## config.mk

```make
export PLATFORM = sky130hd
export DESIGN_NAME = lowfreq_idct
export DESIGN_NICKNAME = d
export VERILOG_FILES = /design/src/rtl/lfidct_pkg.sv /design/src/rtl/lfidct_dc_path.sv /design/src/rtl/lfidct_quad_bfly.sv /design/src/rtl/lfidct_round_level.sv /design/src/rtl/lfidct_out_reg.sv /design/src/rtl/lowfreq_idct.sv
export SDC_FILE = /design/constraint.sdc
export NUM_CORES = 1
export LEC_CHECK = 0
export BUFFER_PORTS_ARGS = -buffer_cell sky130_fd_sc_hd__buf_2
export CORE_MARGIN = 3
export CORE_UTILIZATION = 56
export CTS_CLUSTER_SIZE = 30
export DETAILED_ROUTE_END_ITERATION = 8
export GPL_TIMING_DRIVEN = 0
export PLACE_DENSITY = 0.86
export SYNTH_ARGS = -nofsm -noshare
export SYNTH_HDL_FRONTEND = slang
export SYNTH_SLANG_ARGS = --single-unit
```

## constraint.sdc

```tcl
create_clock -name clk -period 12.3 [get_ports clk]
set_input_delay 2.46 -clock clk [delete_from_list [all_inputs] [get_ports clk]]
set_output_delay 2.46 -clock clk [all_outputs]
set_load 0.01 [all_outputs]
```

## src/rtl/lfidct_pkg.sv

```systemverilog
package lfidct_pkg;

    localparam int COEF_W  = 16;
    localparam int LANES   = 4;
    localparam int SHIFT   = 3;
    localparam int LEVEL   = 128;
    localparam int PIX_MAX = 255;
    localparam int BUS_W   = LANES * COEF_W;
    localparam int RND     = 1 << (SHIFT - 1);
    localparam int DC_BIAS = RND + (LEVEL << SHIFT);

    typedef logic signed [COEF_W-1:0] coef_t;
    typedef logic        [COEF_W-1:0] pix_t;

    typedef enum logic {
        MODE_DC   = 1'b0,
        MODE_QUAD = 1'b1
    } blk_mode_e;

    typedef struct packed {
        coef_t lo_sum;
        coef_t lo_dif;
        coef_t hi_sum;
        coef_t hi_dif;
    } bfly_stage_t;

    function automatic coef_t sat_add(input coef_t a, input coef_t b);
        logic signed [COEF_W:0] s;
        s = {a[COEF_W-1], a} + {b[COEF_W-1], b};
        if (s[COEF_W] != s[COEF_W-1])
            sat_add = s[COEF_W] ? {1'b1, {(COEF_W-1){1'b0}}} : {1'b0, {(COEF_W-1){1'b1}}};
        else
            sat_add = s[COEF_W-1:0];
    endfunction

    function automatic coef_t sat_sub(input coef_t a, input coef_t b);
        logic signed [COEF_W:0] s;
        s = {a[COEF_W-1], a} - {b[COEF_W-1], b};
        if (s[COEF_W] != s[COEF_W-1])
            sat_sub = s[COEF_W] ? {1'b1, {(COEF_W-1){1'b0}}} : {1'b0, {(COEF_W-1){1'b1}}};
        else
            sat_sub = s[COEF_W-1:0];
    endfunction

    function automatic pix_t clamp_pix(input coef_t v);
        if (v < 0)
            clamp_pix = '0;
        else if (v > coef_t'(PIX_MAX))
            clamp_pix = pix_t'(PIX_MAX);
        else
            clamp_pix = v;
    endfunction

endpackage

```

## src/rtl/lfidct_dc_path.sv

```systemverilog
module lfidct_dc_path
    import lfidct_pkg::*;
(
    input  coef_t y,
    output pix_t  pix
);
    localparam int EW = COEF_W + 2;
    localparam logic signed [EW-1:0] BIAS_V = EW'(DC_BIAS);

    logic signed [EW-1:0] ext;
    logic signed [EW-1:0] sum;
    logic signed [EW-1:0] shifted;
    coef_t                narrow;

    always_comb begin
        ext     = {{2{y[COEF_W-1]}}, y};
        sum     = ext + BIAS_V;
        shifted = sum >>> SHIFT;
        narrow  = shifted[COEF_W-1:0];
        pix     = clamp_pix(narrow);
    end
endmodule

```

## src/rtl/lfidct_quad_bfly.sv

```systemverilog
module lfidct_quad_bfly
    import lfidct_pkg::*;
(
    input  coef_t y [LANES],
    output coef_t x [LANES]
);
    bfly_stage_t st;

    always_comb begin
        st.lo_sum = sat_add(y[0], y[2]);
        st.lo_dif = sat_sub(y[0], y[2]);
        st.hi_sum = sat_add(y[1], y[3]);
        st.hi_dif = sat_sub(y[1], y[3]);
        x[0] = sat_add(st.lo_sum, st.hi_sum);
        x[1] = sat_sub(st.lo_sum, st.hi_sum);
        x[2] = sat_add(st.lo_dif, st.hi_dif);
        x[3] = sat_sub(st.lo_dif, st.hi_dif);
    end
endmodule

```

## src/rtl/lfidct_round_level.sv

```systemverilog
module lfidct_round_level
    import lfidct_pkg::*;
(
    input  coef_t v,
    output pix_t  pix
);
    localparam int EW = COEF_W + 1;
    localparam logic signed [EW-1:0] RND_V = EW'(RND);

    logic signed [EW-1:0] wide;
    logic signed [EW-1:0] shifted;
    coef_t                scaled;
    coef_t                lifted;

    always_comb begin
        wide    = {v[COEF_W-1], v} + RND_V;
        shifted = wide >>> SHIFT;
        scaled  = shifted[COEF_W-1:0];
        lifted  = sat_add(scaled, coef_t'(LEVEL));
        pix     = clamp_pix(lifted);
    end
endmodule

```

## src/rtl/lfidct_out_reg.sv

```systemverilog
module lfidct_out_reg #(
    parameter int DW = 64
) (
    input  logic          clk,
    input  logic          rst,
    input  logic          load,
    input  logic          drain,
    input  logic [DW-1:0] d,
    output logic          can_load,
    output logic          valid,
    output logic [DW-1:0] q
);
    assign can_load = !valid || drain;

    always_ff @(posedge clk) begin
        if (rst) begin
            valid <= 1'b0;
            q     <= '0;
        end else begin
            if (load) begin
                valid <= 1'b1;
                q     <= d;
            end else if (drain) begin
                valid <= 1'b0;
            end
        end
    end
endmodule

```

## src/rtl/lowfreq_idct.sv

```systemverilog
module lowfreq_idct
    import lfidct_pkg::*;
(
    input  logic             clk,
    input  logic             rst,
    input  logic             in_valid,
    output logic             in_ready,
    input  logic             in_mode,
    input  logic [BUS_W-1:0] in_coef,
    output logic             out_valid,
    input  logic             out_ready,
    output logic [BUS_W-1:0] out_pix
);
    coef_t      y      [LANES];
    coef_t      bx     [LANES];
    pix_t       qpix   [LANES];
    pix_t       dc_pix;
    blk_mode_e  mode;
    logic [BUS_W-1:0] next_pix;
    logic       accept;

    assign mode   = blk_mode_e'(in_mode);
    assign accept = in_valid && in_ready;

    lfidct_dc_path u_dc (
        .y   (y[0]),
        .pix (dc_pix)
    );

    lfidct_quad_bfly u_bfly (
        .y (y),
        .x (bx)
    );

    for (genvar i = 0; i < LANES; i++) begin : g_lane
        assign y[i] = in_coef[i*COEF_W +: COEF_W];

        lfidct_round_level u_rl (
            .v   (bx[i]),
            .pix (qpix[i])
        );

        if (i == 0) begin : g_dc_lane
            assign next_pix[i*COEF_W +: COEF_W] = (mode == MODE_QUAD) ? qpix[i] : dc_pix;
        end else begin : g_ac_lane
            assign next_pix[i*COEF_W +: COEF_W] = (mode == MODE_QUAD) ? qpix[i] : '0;
        end
    end

    lfidct_out_reg #(.DW(BUS_W)) u_oreg (
        .clk      (clk),
        .rst      (rst),
        .load     (accept),
        .drain    (out_ready),
        .d        (next_pix),
        .can_load (in_ready),
        .valid    (out_valid),
        .q        (out_pix)
    );
endmodule

```

# Yosys cells after proc, flatten, opt, wreduce, memory -nomap -nowiden
# Cells that the tools add are included.
[word_totals] regBits=65 latchBits=0 ramBits=0 mem_bits_ro=0 input_bits=69 output_inout_bits=66 wordCells=85 mem_count=0
[classes] addsub=17 multipliers=0 div_mod_pow=0 n_lt_le_gt_ge=10 n_eq_ne=12 shift=0 mux=40 bitwise=0 n_reduce_logical=4
[ops] cell="16-bit two-way mux" count=38
[ops] cell="16-bit by 16-bit adder with 17-bit output" count=4
[ops] cell="16-bit by 4-bit adder with 17-bit output (second input constant)" count=4
[ops] cell="16-bit by 16-bit subtractor with 17-bit output" count=4
[ops] cell="16-bit by 9-bit > comparator with 1-bit output (second input constant)" count=4
[ops] cell="16-bit by 1-bit < comparator with 1-bit output (second input constant)" count=4
[ops] cell="14-bit by 9-bit adder with 15-bit output (second input constant)" count=4
[ops] cell="16-bit by 12-bit adder with 17-bit output (second input constant)" count=1
[ops] cell="14-bit by 9-bit > comparator with 1-bit output (second input constant)" count=1
[ops] cell="14-bit by 1-bit < comparator with 1-bit output (second input constant)" count=1
[ops] cell="1-bit inequality test" count=12
[ops] cell="1-bit two-way mux" count=2
[ops] cell="2-bit nonzero test" count=1
[ops] cell="1-bit logical AND" count=1
[ops] cell="1-bit zero test" count=1
[ops] cell="1-bit logical OR" count=1

# Logic depth before layout (Yosys ltp)
# Gate-level depths: netlist (run 1).
[logic_depth] depth_word=14 mapped_depth=55 mapped_depth_nobuf=49

# Modules after synthesis
# A second synthesis (run 1) with hierarchy kept.
[unflattened] hier_cells=1808 area_unflattened_um2=13472.9
[modules_own_cells] module="lfidct_quad_bfly" instances=1 cells_each=1125 area_each_um2=7721.2 seq_area_each_um2=0.0
[modules_own_cells] module="lfidct_out_reg" instances=1 cells_each=210 area_each_um2=2344.7 seq_area_each_um2=1301.2
[modules_own_cells] module="lfidct_round_level (g_lane[0].u_rl ...)" instances=3 cells_each=83 area_each_um2=573.0 seq_area_each_um2=0.0
[modules_own_cells] module="lfidct_round_level (g_lane[3].u_rl)" instances=1 cells_each=88 area_each_um2=680.7 seq_area_each_um2=0.0
[modules_own_cells] module="lowfreq_idct" instances=1 cells_each=72 area_each_um2=594.3 seq_area_each_um2=0.0
[modules_own_cells] module="lfidct_dc_path" instances=1 cells_each=64 area_each_um2=412.9 seq_area_each_um2=0.0

# Least setup slack after synthesis (run 1)
# No wires, ideal clock.
[synth_path] kind="in2reg" startpoint="in in_coef[49]" endpoint="reg u_oreg.q[49]" setup_time_ns=0.122 arrival_ns=12.518 t_required_ns=12.178 path_slack_ns=-0.340 path_stages=53 path_buffers=7 path_cell_list="inv_1 ha_1 nor2b_1 o21ai_0 a21oi_1 o21ai_0 a21boi_0 o21ai_0 a21oi_1 o21ai_0 nand2b_1 a21oi_1 o21bai_1 a21o_1 a311o_1 a21oi_1 xnor2_1 ha_1 [... 17 more ...] nor2_1 xor2_1 ha_1 clkbuf_1 clkbuf_1 clkbuf_1 o21ai_0 ha_1 and2_1 a31oi_1 nand2b_1 xnor2_1 nor2_1 ha_1 or3_1 a221oi_1 nor2b_1 a221o_1"
[synth_between] elab_chain_len=14 elab_cells_between_ends=18 cone_classes="add/sub: 4; order compare: 2; eq/ne: 3; mux: 9"
[synth_rtl] element="from (decl)" line="lowfreq_idct.sv:9" source="input logic [BUS_W-1:0] in_coef,"
[synth_rtl] element="16-bit by 16-bit subtractor with 17-bit output *" line="lfidct_pkg.sv:38" source="s = {a[COEF_W-1], a} - {b[COEF_W-1], b};"
[synth_rtl] element="16-bit two-way mux / 1-bit inequality test (equally long branches)" line="lfidct_pkg.sv:40, lfidct_pkg.sv:39"
[synth_rtl] element="16-bit two-way mux *" line="lfidct_pkg.sv:39" source="if (s[COEF_W] != s[COEF_W-1])"
[synth_rtl] element="16-bit by 16-bit subtractor with 17-bit output *" line="lfidct_pkg.sv:38"
[synth_rtl] element="16-bit two-way mux / 1-bit inequality test (equally long branches)" line="lfidct_pkg.sv:40, lfidct_pkg.sv:39"
[synth_rtl] element="16-bit two-way mux *" line="lfidct_pkg.sv:39"
[synth_rtl] element="16-bit by 4-bit adder with 17-bit output *" line="lfidct_round_level.sv:16" source="wide = {v[COEF_W-1], v} + RND_V;"
[synth_rtl] element="14-bit by 9-bit adder with 15-bit output *" line="lfidct_pkg.sv:29" source="s = {a[COEF_W-1], a} + {b[COEF_W-1], b};"
[synth_rtl] element="16-bit two-way mux / 1-bit inequality test (equally long branches)" line="lfidct_pkg.sv:31, lfidct_pkg.sv:30"
[synth_rtl] element="16-bit two-way mux *" line="lfidct_pkg.sv:30" source="if (s[COEF_W] != s[COEF_W-1])"
[synth_rtl] element="16-bit by 9-bit > comparator with 1-bit output" line="lfidct_pkg.sv:48" source="else if (v > coef_t'(PIX_MAX))"
[synth_rtl] element="16-bit two-way mux" line="lfidct_pkg.sv:48"
[synth_rtl] element="16-bit two-way mux *" line="lfidct_pkg.sv:46" source="if (v < 0)"
[synth_rtl] element="16-bit two-way mux *" line="lowfreq_idct.sv:46" source="assign next_pix[i*COEF_W +: COEF_W] = (mode == MODE_QUAD) ? qpix[i] : '0;"
[synth_rtl] element="to (signal assigned)" line="lfidct_out_reg.sv:18" source="q <= '0;"
[synth_rtl] element="to (signal assigned)" line="lfidct_out_reg.sv:22" source="q <= d;"
[synth_rtl] element="to (decl)" line="lfidct_out_reg.sv:11" source="output logic [DW-1:0] q"
# Mark *: on every way between the ends. The rest lies on a longest branch, timed or not.
# A chain may end at the register's enable or synchronous reset.

# Worst setup path after layout (run 1)
[layout_path] startpoint="in in_coef[33]" endpoint="reg u_oreg.q[7]"
[layout_between] elab_chain_len=14 elab_cells_between_ends=18 cone_classes="add/sub: 4; order compare: 2; eq/ne: 3; mux: 9"
[layout_rtl] element="16-bit by 16-bit adder with 17-bit output *" line="lfidct_pkg.sv:29"
[layout_rtl] element="16-bit two-way mux / 1-bit inequality test (equally long branches)" line="lfidct_pkg.sv:31, lfidct_pkg.sv:30"
[layout_rtl] element="16-bit two-way mux *" line="lfidct_pkg.sv:30"
[layout_rtl] element="16-bit by 16-bit adder with 17-bit output *" line="lfidct_pkg.sv:29"
[layout_rtl] element="16-bit two-way mux / 1-bit inequality test (equally long branches)" line="lfidct_pkg.sv:31, lfidct_pkg.sv:30"
[layout_rtl] element="16-bit two-way mux *" line="lfidct_pkg.sv:30"
[layout_rtl] element="16-bit by 4-bit adder with 17-bit output *" line="lfidct_round_level.sv:16"
[layout_rtl] element="14-bit by 9-bit adder with 15-bit output *" line="lfidct_pkg.sv:29"
[layout_rtl] element="16-bit two-way mux / 1-bit inequality test (equally long branches)" line="lfidct_pkg.sv:31, lfidct_pkg.sv:30"
[layout_rtl] element="16-bit two-way mux *" line="lfidct_pkg.sv:30"
[layout_rtl] element="16-bit by 9-bit > comparator with 1-bit output" line="lfidct_pkg.sv:48"
[layout_rtl] element="16-bit two-way mux" line="lfidct_pkg.sv:48"
[layout_rtl] element="16-bit two-way mux *" line="lfidct_pkg.sv:46"
[layout_rtl] element="16-bit two-way mux *" line="lowfreq_idct.sv:44" source="assign next_pix[i*COEF_W +: COEF_W] = (mode == MODE_QUAD) ? qpix[i] : dc_pix;"
# Marks and branches as above.

==> results.py, run 1 <==
metrics = {
    "setup_path": {
        "worstSetupPathDepth": 53,
        "worst_r2r_startpoint": "u_oreg.valid$_SDFFE_PP0P_",
        "r2r_slack_ns": 10.26,
        "reg2reg_depth": 6,
        "worst_r2r_endpoint": "u_oreg.q[57]$_SDFFE_PP0P_",
        "worstSetupStartpointType": "input port",
        "slowest_stage": "sky130_fd_sc_hd__or4_1",
        "worst_ep_arrival_time_ns": 12.13,
        "cp.required_ns": 12.50,
        "path_buf_inv": 5,
        "setup.worst_path.end_class": "register",
        "worstPathMaxFanout": 10,
        "critPathKind": "in2reg",
        "timing.critical_path.max_delay_family": "compound AO/OA/AOI/OAI gates",
        "max_stage_delay_ns": 0.41,
        "critPathMostFrequentCell": "sky130_fd_sc_hd__a21oi_2",
    },
    "floorplanning": {
        "die_area_sq_mm": 0.0237,
        "die_h_microns": 154,
        "floorplan.rows": 53,
        "initial_core_util": 0.576,
        "io_pins": 135,
        "design.core.area_sq_mm": 0.0213,
        "fp.dieW_microns": 154,
    },
    "global_routing": {
        "grt_pass1_vias": 12300,
        "overflow": 0,
        "antenna_found_initial": 0,
        "wire_length_of_the_first_global_routing_pass_microns": 62300,
        "grt_start_max_net_pins": 17,
        "globalRouteTotalUtil": 0.311,
    },
    "sta": {
        "maxSlewViolCount": 0,
        "period_needed_ns": 11.93,
        "max_freq_ghz": 0.0838,
        "final_hold_viol_count": 0,
        "fin_worst_skew_ns": 0.00630,
        "layout_worst_path_cycle_share": 0.970,
        "finalSetupViolCount": 0,
        "finalSetupTns_ns": 0,
        "worst_slew_pin_slew_ns": 0.867,
        "max-slew-margin-rel": 0.407,
    },
    "routing": {
        "detail_route.vias_per_cell": 6.36,
        "detail_route.wirelength_microns": 39600,
        "detail_route.wl_per_cell_microns": 18.1,
        "route.vias.total": 13900,
        "post-route-drc-count": 0,
        "first_iter_violations": 1265,
        "dr.pass1.iters": 6,
        "drt.antenna.violating_nets": 0,
    },
    "yosys": {
        "netlist-cell-type-count": 99,
        "postSynthRegisterBits": 57,
        "yosys_warnings": 0,
        "ys_async_sr_fraction": 0,
        "synth_edf_count": 0,
        "share_of_yosys_cell_area_claimed_by_the_top_area_cell_type": 0.152,
        "cell_types_with_the_largest_area_share_after_synthesis": "sky130_fd_sc_hd__ha_1 15%, sky130_fd_sc_hd__dfxtp_1 9.3%, sky130_fd_sc_hd__nor2_1 5.8%",
        "synth.cell_area_sq_mm": 0.0123,
        "synth.avg_cell_area_sq_um": 7.00,
        "syn_inst": 1751,
        "ys.flop_type": "sky130_fd_sc_hd__dfxtp_1",
        "synth_sequential_area_ratio": 0.0930,
        "synth_area_leader_cell": "sky130_fd_sc_hd__ha_1",
    },
    "clock_tree": {
        "ctsRootBufferMaster": "sky130_fd_sc_hd__clkbuf_16",
        "number_of_cts_inserted_buffers": 9,
        "cts.sink_count": 57,
        "h-tree-depth": 3,
        "clk-insertion-delay-late_ns": 0.33,
        "register_clock_pin_slew_on_the_reported_worst_setup_and_hold_paths_ns": 0.05,
        "holdBufCountCts": 0,
        "clockBufferDepth": 2,
        "cts_tree": "built",
    },
    "placement": {
        "place.detailed.hpwl_microns": 31600,
        "port-buffer-count": 126,
        "gp_congestion": 1.03,
    },
    "min_path": {
        "whs_path_depth": 1,
        "worst_hold_path.endpoint": "u_oreg.q[43]$_SDFFE_PP0P_",
        "worstHoldStart": "u_oreg.q[43]$_SDFFE_PP0P_",
        "worstHoldPathType": "reg2reg",
    },
    "final_layout": {
        "drive_gt1_frac": 0.193,
        "fin_nets": 2132,
        "area_growth_pct": 16.6,
        "num_antenna_cells": 0,
    },
    "status": {
        "outcome": "completed",
    },
    "flow_run": {
        "cap_viol_max_count": 0,
    },
}
[synth_stat cells (13+ instances only)]
| master | n |
|---|---|
| sky130_fd_sc_hd__o21ai_0 | 86 |
| sky130_fd_sc_hd__a21oi_1 | 134 |
| sky130_fd_sc_hd__a211oi_1 | 25 |
| sky130_fd_sc_hd__o21bai_1 | 21 |
| sky130_fd_sc_hd__o211ai_1 | 23 |
| sky130_fd_sc_hd__a21o_1 | 29 |
| sky130_fd_sc_hd__a221oi_1 | 13 |
| sky130_fd_sc_hd__o31ai_1 | 18 |
| sky130_fd_sc_hd__ha_1 | 149 |
| sky130_fd_sc_hd__nand2_1 | 106 |
| sky130_fd_sc_hd__nand3_1 | 37 |
| sky130_fd_sc_hd__nor3_1 | 56 |
| sky130_fd_sc_hd__nor4_1 | 17 |
| sky130_fd_sc_hd__xnor2_1 | 77 |
| sky130_fd_sc_hd__and2_1 | 45 |
| sky130_fd_sc_hd__nor2_1 | 191 |
| sky130_fd_sc_hd__and3_1 | 18 |
| sky130_fd_sc_hd__clkbuf_1 | 69 |
| sky130_fd_sc_hd__inv_1 | 145 |
| sky130_fd_sc_hd__o21a_1 | 31 |
| sky130_fd_sc_hd__nor2b_1 | 28 |
| sky130_fd_sc_hd__nand2b_1 | 31 |
| sky130_fd_sc_hd__or3_1 | 26 |
| sky130_fd_sc_hd__nand4_1 | 16 |
| sky130_fd_sc_hd__xor2_1 | 34 |
| sky130_fd_sc_hd__mux2i_1 | 13 |
| sky130_fd_sc_hd__a31oi_1 | 19 |
| sky130_fd_sc_hd__or2_2 | 13 |
| sky130_fd_sc_hd__dfxtp_1 | 57 |
[how the worst max path moves through the flow]
stage	from	to	slack (ns)
final	in_coef[33]	u_oreg.q[7]$_SDFFE_PP0P_	0.37
after global routing	in_coef[2]	u_oreg.q[7]$_SDFFE_PP0P_	-0.17
after CTS	in_coef[49]	u_oreg.q[7]$_SDFFE_PP0P_	0.002
after detailed placement	in_coef[49]	u_oreg.q[7]$_SDFFE_PP0P_	-2.11
after global placement	in_coef[49]	u_oreg.q[7]$_SDFFE_PP0P_	-1.89
after floorplan	in_coef[49]	u_oreg.q[49]$_SDFFE_PP0P_	0.03
[state kept, by name, indices dropped and copies added (netlist names)]
signal,flops
u_oreg.q,56
u_oreg.valid,1
[logic make-up after synthesis]
group,after synthesis,synth area share
buffers and inverters,238,0.0771
other,1,0.000306
and+or+nand+nor,632,0.261
xor gates and xnor gates,111,0.0793
DFF,57,0.0930
adders and majority gates,153,0.159
muxes,22,0.0189
AOI/OAI and AO/OA,537,0.312
[per-stage QoR]
| stage | hold WS (ns) | cells | cell area, sq um | setup WS (ns) | utilization |
|---|---|---|---|---|---|
| global placement | 0.436 | 2159 | 13300 | -1.89 | 0.624 |
| finish | 0.449 | 2190 | 14300 | 0.368 | 0.672 |
| detailed placement | 0.438 | 2159 | 13300 | -2.11 | 0.624 |
| CTS | 0.455 | 2172 | 13900 | 0.00156 | 0.652 |
| floorplan | 0.476 | 1758 | 12300 | 0.0269 | - |
| global route | 0.461 | 2190 | 14300 | -0.173 | 0.672 |
[what timing repair did]
item,in CTS,in global routing
endpoints found under the setup margin,32,32
setup buffers,8,23
resized for setup,73,114
pin swaps,7,35
cloned,0,0
[area by class of cell]
cell class	count	area, sq um
Clock buffer	9	225
Sequential cell	57	1140
Clock inverter	7	95.1
Buffer	71	379
Multi-Input combinational cell	1463	10700
Inverter	151	567
Timing Repair Buffer	157	863
Tap cell	275	344
Fill cell	1833	6980
[metal layers]
metal	part of all wire	wire [microns]	track usage	vias to the layer above
li1	-	-	-	6619
met1	0.43	17000	0.431	6502
met2	0.44	17500	0.490	733
met3	0.10	4060	0.0599	83
met4	0.027	1060	0.0900	0
met5	0	0	0	-
[layout by cell type, fill, tap and decap left out, types with 21 or more instances in the layout]
cell,netlist,routed
sky130_fd_sc_hd__a211oi_1,25,23
sky130_fd_sc_hd__a21o_1,29,29
sky130_fd_sc_hd__a21oi_1,134,113
sky130_fd_sc_hd__a21oi_2,1,22
sky130_fd_sc_hd__and2_1,45,44
sky130_fd_sc_hd__buf_2,6,135
sky130_fd_sc_hd__buf_4,10,45
sky130_fd_sc_hd__clkbuf_1,69,31
sky130_fd_sc_hd__dfxtp_1,57,57
sky130_fd_sc_hd__ha_1,149,133
sky130_fd_sc_hd__inv_1,145,143
sky130_fd_sc_hd__nand2_1,106,102
sky130_fd_sc_hd__nand2b_1,31,30
sky130_fd_sc_hd__nand3_1,37,34
sky130_fd_sc_hd__nor2_1,191,186
sky130_fd_sc_hd__nor2b_1,28,27
sky130_fd_sc_hd__nor3_1,56,56
sky130_fd_sc_hd__o211ai_1,23,23
sky130_fd_sc_hd__o21a_1,31,29
sky130_fd_sc_hd__o21ai_0,86,63
sky130_fd_sc_hd__o21ai_1,8,22
sky130_fd_sc_hd__o21bai_1,21,21
sky130_fd_sc_hd__or3_1,26,26
sky130_fd_sc_hd__xnor2_1,77,73
sky130_fd_sc_hd__xor2_1,34,33
Power of run 1 is not shown: default switching activity piles up to over one toggle a cycle in this logic, so the estimate is an artifact.
==> run 2: changes to the inputs <==
- ABC_AREA: default -> 1
==> results.py, run 2 <==
metrics = {
    "final_layout": {
        "drive_gt1_frac": 0.186,
        "fill_cells": 1966,
        "finish.cell_count_without_fillers": 2458,
        "area_growth_pct": 11.1,
        "fin_nets": 2400,
        "reg.largest.list": "u_oreg.q: 56 flops, u_oreg.valid: 1 flops",
        "num_antenna_cells": 0,
        "top_register": "u_oreg.q",
        "largest_reg_flops": 56,
        "final_cell_mix": "504 x sky130_fd_sc_hd__nand2_1, 282 x sky130_fd_sc_hd__inv_1, 155 x sky130_fd_sc_hd__a21oi_1",
        "final_core_area_utilization": 0.643,
        "final_common_cell": "sky130_fd_sc_hd__nand2_1",
    },
    "setup_path": {
        "r2r_slack_ns": 10.58,
        "worst_r2r_endpoint": "u_oreg.q[35]$_SDFFE_PP0P_",
        "worst_r2r_startpoint": "u_oreg.valid$_SDFFE_PP0P_",
        "setup.worst_path.end_class": "register",
        "worstSetupStartpointType": "input port",
        "reg2reg_depth": 6,
        "worst_ep_arrival_time_ns": 11.53,
        "slowest_stage": "sky130_fd_sc_hd__ha_1",
        "critPathKind": "in2reg",
        "worstPathMaxFanout": 10,
        "cp.required_ns": 12.49,
        "critPathMostFrequentCell": "sky130_fd_sc_hd__nand2_1",
        "max_stage_delay_ns": 0.42,
    },
    "floorplanning": {
        "initial_core_util": 0.579,
        "die_h_microns": 155,
        "floorplan.rows": 53,
        "io_pins": 135,
        "fp.dieW_microns": 155,
        "die_area_sq_mm": 0.0239,
        "design.core.area_sq_mm": 0.0214,
    },
    "min_path": {
        "worstHoldStart": "u_oreg.q[61]$_SDFFE_PP0P_",
        "worstHoldPathType": "reg2reg",
        "worst_hold_path.endpoint": "u_oreg.q[61]$_SDFFE_PP0P_",
        "whs_path_depth": 2,
    },
    "flow_run": {
        "cap_viol_max_count": 0,
    },
    "global_routing": {
        "wire_length_of_the_first_global_routing_pass_microns": 57800,
        "globalRouteTotalUtil": 0.283,
        "grt_pass1_vias": 12400,
        "overflow": 0,
        "antenna_found_initial": 0,
        "grt_start_max_net_pins": 13,
    },
    "yosys": {
        "ys_async_sr_fraction": 0,
        "synth.avg_cell_area_sq_um": 6.07,
        "ys.flop_type": "sky130_fd_sc_hd__dfxtp_1",
        "synth.cell_area_sq_mm": 0.0124,
        "synth_area_leader_cell": "sky130_fd_sc_hd__nand2_1",
        "yosys_warnings": 0,
        "netlist-cell-type-count": 68,
        "synth_edf_count": 0,
        "cell_types_with_the_largest_area_share_after_synthesis": "sky130_fd_sc_hd__nand2_1 15%, sky130_fd_sc_hd__ha_1 15%, sky130_fd_sc_hd__dfxtp_1 9.2%",
        "postSynthRegisterBits": 57,
        "syn_inst": 2036,
        "synth_sequential_area_ratio": 0.0923,
        "synth_top_cells_by_count": "504 x sky130_fd_sc_hd__nand2_1, 282 x sky130_fd_sc_hd__inv_1, 155 x sky130_fd_sc_hd__a21oi_1, 151 x sky130_fd_sc_hd__nor2_1, 149 x sky130_fd_sc_hd__ha_1",
        "share_of_yosys_cell_area_claimed_by_the_top_area_cell_type": 0.153,
        "synth.most_common_cell": "sky130_fd_sc_hd__nand2_1",
    },
    "routing": {
        "first_iter_violations": 1259,
        "detail_route.vias_per_cell": 5.50,
        "drt.antenna.violating_nets": 0,
        "route.vias.total": 13500,
        "detail_route.wirelength_microns": 34600,
        "dr.pass1.iters": 6,
        "post-route-drc-count": 0,
        "detail_route.wl_per_cell_microns": 14.1,
    },
    "clock_tree": {
        "post_cts.repair.setup_buffers": 0,
        "cts_tree": "built",
        "register_clock_pin_slew_on_the_reported_worst_setup_and_hold_paths_ns": 0.05,
        "h-tree-depth": 3,
        "ctsRootBufferMaster": "sky130_fd_sc_hd__clkbuf_16",
        "cts.sink_count": 57,
        "holdBufCountCts": 0,
        "clk-insertion-delay-late_ns": 0.33,
        "clockBufferDepth": 2,
        "number_of_cts_inserted_buffers": 9,
        "post_cts_resize_count": 0,
    },
    "placement": {
        "gp_congestion": 1.01,
        "place.detailed.hpwl_microns": 29200,
        "port-buffer-count": 126,
        "dp_cells": 2444,
    },
    "sta": {
        "max_freq_ghz": 0.0882,
        "rsz0062_at_grt": "true",
        "max-slew-margin-rel": 0.555,
        "worst_slew_pin_slew_ns": 0.661,
        "finalSetupViolCount": 0,
        "fin_worst_skew_ns": 0.00671,
        "finalSetupTns_ns": 0,
        "layout_worst_path_cycle_share": 0.922,
        "final_hold_viol_count": 0,
        "period_needed_ns": 11.34,
        "maxSlewViolCount": 0,
        "fin_hold_ws_ns": 0.436,
    },
    "status": {
        "outcome": "completed",
    },
}
[run 2: cell types whose count changed after synthesis, sizes merged, moves of 28 or more]
| cell | delta |
|---|---|
| xnor2 | -66 |
| nand2 | +469 |
| and2 | -42 |
| nor2b | -28 |
| a21oi | +46 |
| nand2b | -32 |
| nand3 | +134 |
| clkbuf | -40 |
| inv | +159 |
| nor3 | -43 |
[run 2: critical path, delay by kind of cell]
family	cells	cell delay (ns)
buf+inv	14	1.61
compound gates	16	2.81
simple gates	25	2.31
fa+ha+maj	6	1.77
xor+xnor	2	0.54
[run 2: cells by family (layout without fill, tap and decap cells)]
group / after synthesis / after routing / synth area share
xor+xnor: 72 / 72 / 0.0516
compound gates: 363 / 363 / 0.175
simple gates: 1008 / 1008 / 0.396
flops: 57 / 57 / 0.0923
fa+ha+maj: 153 / 153 / 0.157
other cells: 1 / 8 / 0.000303
buf+inv: 382 / 522 / 0.128
[run 2: stage by stage]
stage	area, sq um	worst slack [ns]
6_report	13700	0.961
2_1_floorplan	12400	2.00
5_1_grt	13700	-0.00635
4_1_cts	13700	0.625
3_3_place_gp	13400	0.511
3_5_place_dp	13400	0.327
[run 2: area by class of cell]
class / count / area (sq um) / area share
plain buffers: 65 / 394 / 0.0287
clock buffers: 9 / 225 / 0.0164
clock inverters: 7 / 103 / 0.00747
inverters: 315 / 1180 / 0.0861
multi-input cells: 1604 / 9710 / 0.707
flip-flops and latches: 57 / 1140 / 0.0831
well taps: 275 / 344 / 0.0251
repair buffers: 126 / 631 / 0.0459
[run 2: how the worst max path moves through the flow]
stage | startpoint | to | depth (start not counted)
after floorplan | in_coef[34] | u_oreg.q[49]$_SDFFE_PP0P_ | 60
after global placement | in_coef[2] | u_oreg.q[49]$_SDFFE_PP0P_ | 60
after detailed placement | in_coef[2] | u_oreg.q[49]$_SDFFE_PP0P_ | 60
after CTS | in_coef[2] | u_oreg.q[51]$_SDFFE_PP0P_ | 60
after global routing | in_coef[2] | u_oreg.q[34]$_SDFFE_PP0P_ | 60
final | in_coef[50] | u_oreg.q[51]$_SDFFE_PP0P_ | 63
[run 2: layer usage]
layer  global-route usage  vias up  routed length [microns]  part of all wire
met2                0.458      571                    15100              0.44
met1                0.390     6045                    15600              0.45
li1                     -     6818                        -                 -
met3               0.0403       74                     2830             0.082
met5                    0        -                        0                 0
met4               0.0854        0                     1030             0.030
Power of run 2 is left out for the same reason.
